<file path="src/rtl/irq_status_pkg.sv">
package irq_status_pkg;
  localparam int REG_W   = 8;
  localparam int SEL_BIT = 7;

  localparam logic [7:0] ADDR_COMM_EN  = 8'h02;
  localparam logic [7:0] ADDR_DIV_EN   = 8'h03;
  localparam logic [7:0] ADDR_COMM_REQ = 8'h04;
  localparam logic [7:0] ADDR_DIV_REQ  = 8'h05;

  // main request bit positions
  localparam int B_TX   = 6;
  localparam int B_RX   = 5;
  localparam int B_IDLE = 4;
  localparam int B_HI   = 3;
  localparam int B_LO   = 2;
  localparam int B_ERR  = 1;
  localparam int B_TMR  = 0;

  // auxiliary / drive bit positions
  localparam int B_PP   = 7;
  localparam int B_AUX  = 4;
  localparam int B_CRC  = 2;

  localparam logic [REG_W-1:0] COMM_MASK    = 8'h7F;
  localparam logic [REG_W-1:0] COMM_RST     = 8'h14;
  localparam logic [REG_W-1:0] DIV_EN_MASK  = 8'h94;
  localparam logic [REG_W-1:0] DIV_REQ_MASK = 8'h14;

  typedef struct packed {
    logic             wr;
    logic             set;
    logic [REG_W-1:0] mask;
  } req_wr_t;
endpackage

</file>
<file path="src/rtl/irq_req_bank.sv">
module irq_req_bank
  import irq_status_pkg::*;
#(
  parameter int               W     = REG_W,
  parameter logic [W-1:0]     VALID = '1,
  parameter logic [W-1:0]     RST   = '0
) (
  input  logic         clk_i,
  input  logic         rst_ni,
  input  req_wr_t      wr_i,
  input  logic [W-1:0] evt_i,
  output logic [W-1:0] req_o
);
  for (genvar i = 0; i < W; i++) begin : g_bit
    if (VALID[i]) begin : g_flop
      logic q;
      logic clr, st;
      assign st  = wr_i.wr &  wr_i.set & wr_i.mask[i];
      assign clr = wr_i.wr & ~wr_i.set & wr_i.mask[i];
      always_ff @(posedge clk_i or negedge rst_ni) begin
        if (!rst_ni) q <= RST[i];
        else         q <= evt_i[i] | st | (q & ~clr);  // event beats clear
      end
      assign req_o[i] = q;
    end else begin : g_tie
      assign req_o[i] = 1'b0;
    end
  end
endmodule

</file>
<file path="src/rtl/irq_evt_decode.sv">
module irq_evt_decode
  import irq_status_pkg::*;
#(
  parameter int                 CMD_W          = 4,
  parameter int                 CMD_N          = 2 ** CMD_W,
  parameter logic [CMD_N-1:0]   KNOWN_CMD_MASK = {{(CMD_N/2){1'b0}}, {(CMD_N/2){1'b1}}}
) (
  input  logic             clk_i,
  input  logic             rst_ni,
  input  logic             tx_done_i,
  input  logic             rx_end_i,
  input  logic             rx_noerr_i,
  input  logic             fifo_nonempty_i,
  input  logic             cmd_start_i,
  input  logic [CMD_W-1:0] cmd_code_i,
  input  logic             cmd_end_i,
  input  logic             hi_alert_i,
  input  logic             lo_alert_i,
  input  logic             err_i,
  input  logic             timer_i,
  output logic [REG_W-1:0] evt_o
);
  logic hi_q, lo_q;
  logic cmd_unknown;

  always_ff @(posedge clk_i or negedge rst_ni) begin
    if (!rst_ni) begin
      hi_q <= 1'b0;
      lo_q <= 1'b0;
    end else begin
      hi_q <= hi_alert_i;
      lo_q <= lo_alert_i;
    end
  end

  assign cmd_unknown = cmd_start_i & ~KNOWN_CMD_MASK[cmd_code_i];

  always_comb begin
    evt_o         = '0;
    evt_o[B_TX]   = tx_done_i;
    evt_o[B_RX]   = rx_end_i & (~rx_noerr_i | fifo_nonempty_i);
    evt_o[B_IDLE] = cmd_end_i | cmd_unknown;
    evt_o[B_HI]   = hi_alert_i & ~hi_q;
    evt_o[B_LO]   = lo_alert_i & ~lo_q;
    evt_o[B_ERR]  = err_i;
    evt_o[B_TMR]  = timer_i;
  end
endmodule

</file>
<file path="src/rtl/irq_pad_ctrl.sv">
module irq_pad_ctrl
  import irq_status_pkg::*;
(
  input  logic [REG_W-1:0] comm_req_i,
  input  logic [REG_W-1:0] comm_en_i,
  input  logic [REG_W-1:0] div_req_i,
  input  logic [REG_W-1:0] div_en_i,
  output logic             irq_o,
  output logic             pad_o,
  output logic             pad_oe_o
);
  logic push_pull;
  assign push_pull = div_en_i[B_PP];
  assign irq_o     = |(comm_req_i & comm_en_i) | |(div_req_i & div_en_i & DIV_REQ_MASK);
  // open-drain: pull low while asserted, float otherwise
  assign pad_o     = push_pull ? irq_o : 1'b0;
  assign pad_oe_o  = push_pull ? 1'b1  : irq_o;
endmodule

</file>
<file path="src/rtl/irq_status_unit.sv">
module irq_status_unit
  import irq_status_pkg::*;
#(
  parameter int ADDR_W = 8,
  parameter int CMD_W  = 4
) (
  input  logic              clk_i,
  input  logic              rst_ni,
  input  logic              we_i,
  input  logic [ADDR_W-1:0] addr_i,
  input  logic [REG_W-1:0]  wdata_i,
  output logic [REG_W-1:0]  rdata_o,
  input  logic              tx_done_i,
  input  logic              rx_end_i,
  input  logic              rx_noerr_i,
  input  logic              fifo_nonempty_i,
  input  logic              cmd_start_i,
  input  logic [CMD_W-1:0]  cmd_code_i,
  input  logic              cmd_end_i,
  input  logic              hi_alert_i,
  input  logic              lo_alert_i,
  input  logic              err_i,
  input  logic              timer_i,
  input  logic              aux_act_i,
  input  logic              crc_i,
  output logic              irq_o,
  output logic              pad_o,
  output logic              pad_oe_o
);
  logic [REG_W-1:0] comm_en_q, div_en_q;
  logic [REG_W-1:0] comm_req, div_req;
  logic [REG_W-1:0] comm_evt, div_evt;
  req_wr_t          comm_wr, div_wr;
  logic             hit_cen, hit_den, hit_creq, hit_dreq;

  assign hit_cen  = addr_i == ADDR_W'(ADDR_COMM_EN);
  assign hit_den  = addr_i == ADDR_W'(ADDR_DIV_EN);
  assign hit_creq = addr_i == ADDR_W'(ADDR_COMM_REQ);
  assign hit_dreq = addr_i == ADDR_W'(ADDR_DIV_REQ);

  always_ff @(posedge clk_i or negedge rst_ni) begin
    if (!rst_ni) begin
      comm_en_q <= '0;
      div_en_q  <= '0;
    end else if (we_i) begin
      if (hit_cen) comm_en_q <= wdata_i & COMM_MASK;
      if (hit_den) div_en_q  <= wdata_i & DIV_EN_MASK;
    end
  end

  assign comm_wr = '{wr: we_i & hit_creq, set: wdata_i[SEL_BIT], mask: wdata_i & COMM_MASK};
  assign div_wr  = '{wr: we_i & hit_dreq, set: wdata_i[SEL_BIT], mask: wdata_i & DIV_REQ_MASK};

  irq_evt_decode #(.CMD_W(CMD_W)) u_evt (
    .clk_i, .rst_ni, .tx_done_i, .rx_end_i, .rx_noerr_i, .fifo_nonempty_i,
    .cmd_start_i, .cmd_code_i, .cmd_end_i, .hi_alert_i, .lo_alert_i,
    .err_i, .timer_i, .evt_o(comm_evt)
  );

  always_comb begin
    div_evt        = '0;
    div_evt[B_AUX] = aux_act_i;
    div_evt[B_CRC] = crc_i;
  end

  irq_req_bank #(.W(REG_W), .VALID(COMM_MASK), .RST(COMM_RST)) u_comm_bank (
    .clk_i, .rst_ni, .wr_i(comm_wr), .evt_i(comm_evt), .req_o(comm_req)
  );

  irq_req_bank #(.W(REG_W), .VALID(DIV_REQ_MASK), .RST('0)) u_div_bank (
    .clk_i, .rst_ni, .wr_i(div_wr), .evt_i(div_evt), .req_o(div_req)
  );

  irq_pad_ctrl u_pad (
    .comm_req_i(comm_req), .comm_en_i(comm_en_q), .div_req_i(div_req),
    .div_en_i(div_en_q), .irq_o, .pad_o, .pad_oe_o
  );

  always_comb begin
    rdata_o = '0;
    if (hit_cen)  rdata_o = comm_en_q;
    if (hit_den)  rdata_o = div_en_q;
    if (hit_creq) rdata_o = comm_req;
    if (hit_dreq) rdata_o = div_req;
  end
endmodule

</file>
<file path="config.mk">
export PLATFORM = sky130hd
export DESIGN_NAME = irq_status_unit
export DESIGN_NICKNAME = d
export VERILOG_FILES = /design/src/rtl/irq_status_pkg.sv /design/src/rtl/irq_req_bank.sv /design/src/rtl/irq_evt_decode.sv /design/src/rtl/irq_pad_ctrl.sv /design/src/rtl/irq_status_unit.sv
export SDC_FILE = /design/constraint.sdc
export NUM_CORES = 1
export LEC_CHECK = 0
export CORE_MARGIN = 4
export CORE_UTILIZATION = 41
export DETAILED_ROUTE_END_ITERATION = 8
export GPL_TIMING_DRIVEN = 0
export PLACE_DENSITY = 0.75
export SLEW_MARGIN = 20
export SYNTH_ARGS = -nofsm -noshare
export SYNTH_HDL_FRONTEND = slang
export SYNTH_HIERARCHICAL = 1
export SYNTH_SLANG_ARGS = --single-unit
</file>
<file path="constraint.sdc">
create_clock -name clk_i -period 1.4 [get_ports clk_i]
set_clock_uncertainty 0.15 [all_clocks]
set_input_delay 0.28 -clock clk_i [delete_from_list [all_inputs] [get_ports clk_i]]
set_output_delay 0.28 -clock clk_i [all_outputs]
set_load 0.01 [all_outputs]
</file>
==> flow_summary.json <==
{
  "cp_data_required_time_ns": 0.97,
  "synthToLayoutAreaGrowth_pct": 58.0,
  "period_needed_ns": 2.05,
  "maxClockFrequency_ghz": 0.489,
  "via_density_per_instance": 5.21,
  "insertion_delay_ns": 0.30,
  "cts_tree": "built",
  "timing_worst_setup_path_type": "register to output pin",
  "switching_part_of_the_total_power": 0.270,
  "io_pins": 46,
  "dr.pass1.iters": 4,
  "category_of_the_worst_setup_path_capture_point": "output pin",
  "drt-wirelength-per-cell_microns": 17.0,
  "slew_viol_final": 0,
  "floorplan.die_area_sq_um": 4420,
  "internal-power_uw": 948,
  "comb_power_share": 0.284,
  "p_clk_frac": 0.224,
  "gp_congestion": 0.794,
  "static-leakage-power_uw": 0.00102,
  "p_total_uw": 1300,
  "final_critical_path_setup_slack_ns": -0.646,
  "globalRoute.totalOverflow": 0,
  "max-cap-violations": 0,
  "drt_wl_total_microns": 4130,
  "clk_pin_slew_ns": 0.11,
  "floorplan.initialDensity": 0.445,
  "p_switching_uw": 352,
  "crit_path_max_incr_delay_ns": 0.40,
  "grt_start_max_net_pins": 22,
  "number_of_global_route_vias_before_repair": 1377,
  "violated_checks": "setup timing",
  "clock_sinks": 21,
  "hold_path.class": "input pin to register",
  "die_height_microns": 66.5,
  "max-vdd-ir-drop_mv": 0.475,
  "yosys_warnings": 6,
  "fin_crit_sh": 1.46,
  "worstPathArrival_ns": 1.62,
  "routed-via-count": 1265,
  "cp_max_fo": 2,
  "drc": 0,
  "fp.coreArea_sq_um": 3150,
  "grt_setup_unrepaired": "yes",
  "placement.io_buffers": 39,
  "final_cells": 243,
  "post_synth_inst_count": 128,
  "syn_area_sq_um": 1400,
  "seqPwrFrac": 0.491,
  "fp.dieW_microns": 66.5,
  "rows": 20,
  "cts.root.buffer_cell": "sky130_fd_sc_hd__clkbuf_4",
  "cts_htree_levels": 1,
  "worstPathCellList": "buf_6 -> a22o_1 -> a221oi_2 -> buf_4 -> nand3b_1 -> buf_2",
  "number_of_buffers_created_by_cts": 3,
  "clock_path_buffers": 2,
  "run_status": "finished, violations left",
  "finalHoldViolCount": 0,
  "numPlacedInstances": 216,
  "post_synthesis_area_per_instance_sq_um": 11.0,
  "drt_iter0_drc": 54,
  "track_usage": 0.198,
  "total_power_per_unit_cell_area_nw_per_um2": 587,
  "place.detailed.hpwl_microns": 2770,
  "critPathSlowestCell": "sky130_fd_sc_hd__dfrtp_1",
  "global_route_wire_length_before_repair_microns": 6430,
  "grt_antenna_before_repair": 0,
  "drive_above_1_share": 0.568,
  "antenna_cells": 0,
  "nNetsFinal": 235,
  "drt.antenna.violating_nets": 0,
  "report.final.setup_viol": 20,
  "start_kind": "register"
}
==> flip-flops by register name (all words and copies together) (netlist names) <==
signal	count
comm_en_q	7
u_comm_bank/g_bit.g_flop.q	7
div_en_q	3
u_div_bank/g_bit.g_flop.q	2
u_evt/hi_q	1
u_evt/lo_q	1
==> through the flow <==
stage | utilization | hold slack, ns | TNS, ns | cell area [sq um] | setup slack [ns]
5_1_grt | 0.703 | 0.00979 | -7.16 | 2220 | -0.760
6_report | 0.703 | 0.0316 | -6.07 | 2220 | -0.646
3_3_place_gp | 0.607 | 0.333 | -29.79 | 1910 | -1.24
4_1_cts | 0.676 | 0.0188 | -6.03 | 2130 | -0.644
3_5_place_dp | 0.607 | 0.338 | -32.25 | 1910 | -1.28
2_1_floorplan | - | -0.166 | -1.45 | 1470 | -0.184
==> placed cells by master (no fill, tap or decap), types with 5 or more instances in the layout <==
cell type and count:
sky130_fd_sc_hd__a21boi_1 5, sky130_fd_sc_hd__a21boi_2 6, sky130_fd_sc_hd__a22oi_2 5, sky130_fd_sc_hd__a311o_1 9, sky130_fd_sc_hd__buf_2 14, sky130_fd_sc_hd__buf_4 30, sky130_fd_sc_hd__buf_6 16, sky130_fd_sc_hd__clkdlybuf4s50_1 18
sky130_fd_sc_hd__conb_1 8, sky130_fd_sc_hd__dfrtp_1 19, sky130_fd_sc_hd__mux2_2 12, sky130_fd_sc_hd__mux2_4 6, sky130_fd_sc_hd__nor2_1 6
==> final timing paths <==
check | startpoint | to | slack, ns | cells after the start
worst max-delay path | u_comm_bank/g_bit[5].g_flop.q | pad_oe_o | -0.65 | 6
worst min-delay path | tx_done_i | u_comm_bank/g_bit[6].g_flop.q | 0.03 | 2
worst max register to register | u_comm_bank/g_bit[1].g_flop.q | u_comm_bank/g_bit[1].g_flop.q | 0.28 | 2
worst min register to register | comm_en_q[2] | comm_en_q[2] | 0.40 | 1
max in group asynchronous | rst_ni | u_comm_bank/g_bit[4].g_flop.q | 0.43 | 2
min in group asynchronous | rst_ni | u_comm_bank/g_bit[5].g_flop.q | 0.31 | 2
==> final cells by class <==
class / instances / area (sq um)
clock buffer: 4 / 26.3
buffer: 22 / 210
multi-input combinational: 88 / 870
timing repair buffer: 62 / 519
tap: 44 / 55.1
inverter: 2 / 7.51
fill: 259 / 937
sequential: 21 / 528
==> power groups by stage <==
stage	Clock (uW)	Combinational (uW)	Sequential (uW)
6_report	292	370	638
3_3_place_gp	0	298	647
2_1_floorplan	0	140	644
5_1_grt	337	396	640
4_1_cts	300	338	638
3_5_place_dp	0	307	648
==> repair_timing <==
item | CTS | global route
gates cloned | 1 | 0
gates resized for setup | 105 | 19
endpoints found under the setup margin | 30 | 20
setup buffers | 18 | 4
hold endpoints to repair | 0 | 19
hold buffers | 0 | 1
pin swaps | 18 | 11
==> worst max-delay path: cells and delay by family (launching register included) <==
family          cells  cell delay [ns]
compound gates      2             0.42
simple gates        1             0.06
buf+inv             3             0.42
flops               1             0.40
==> per-layer routing <==
layer / track usage / wire length [microns]
met2: 0.382 / 2170
met3: 0.0253 / 194
met5: 0 / 0
met1: 0.214 / 1690
met4: 0.0787 / 72
Note: power is estimated with default switching activity, not from simulation.
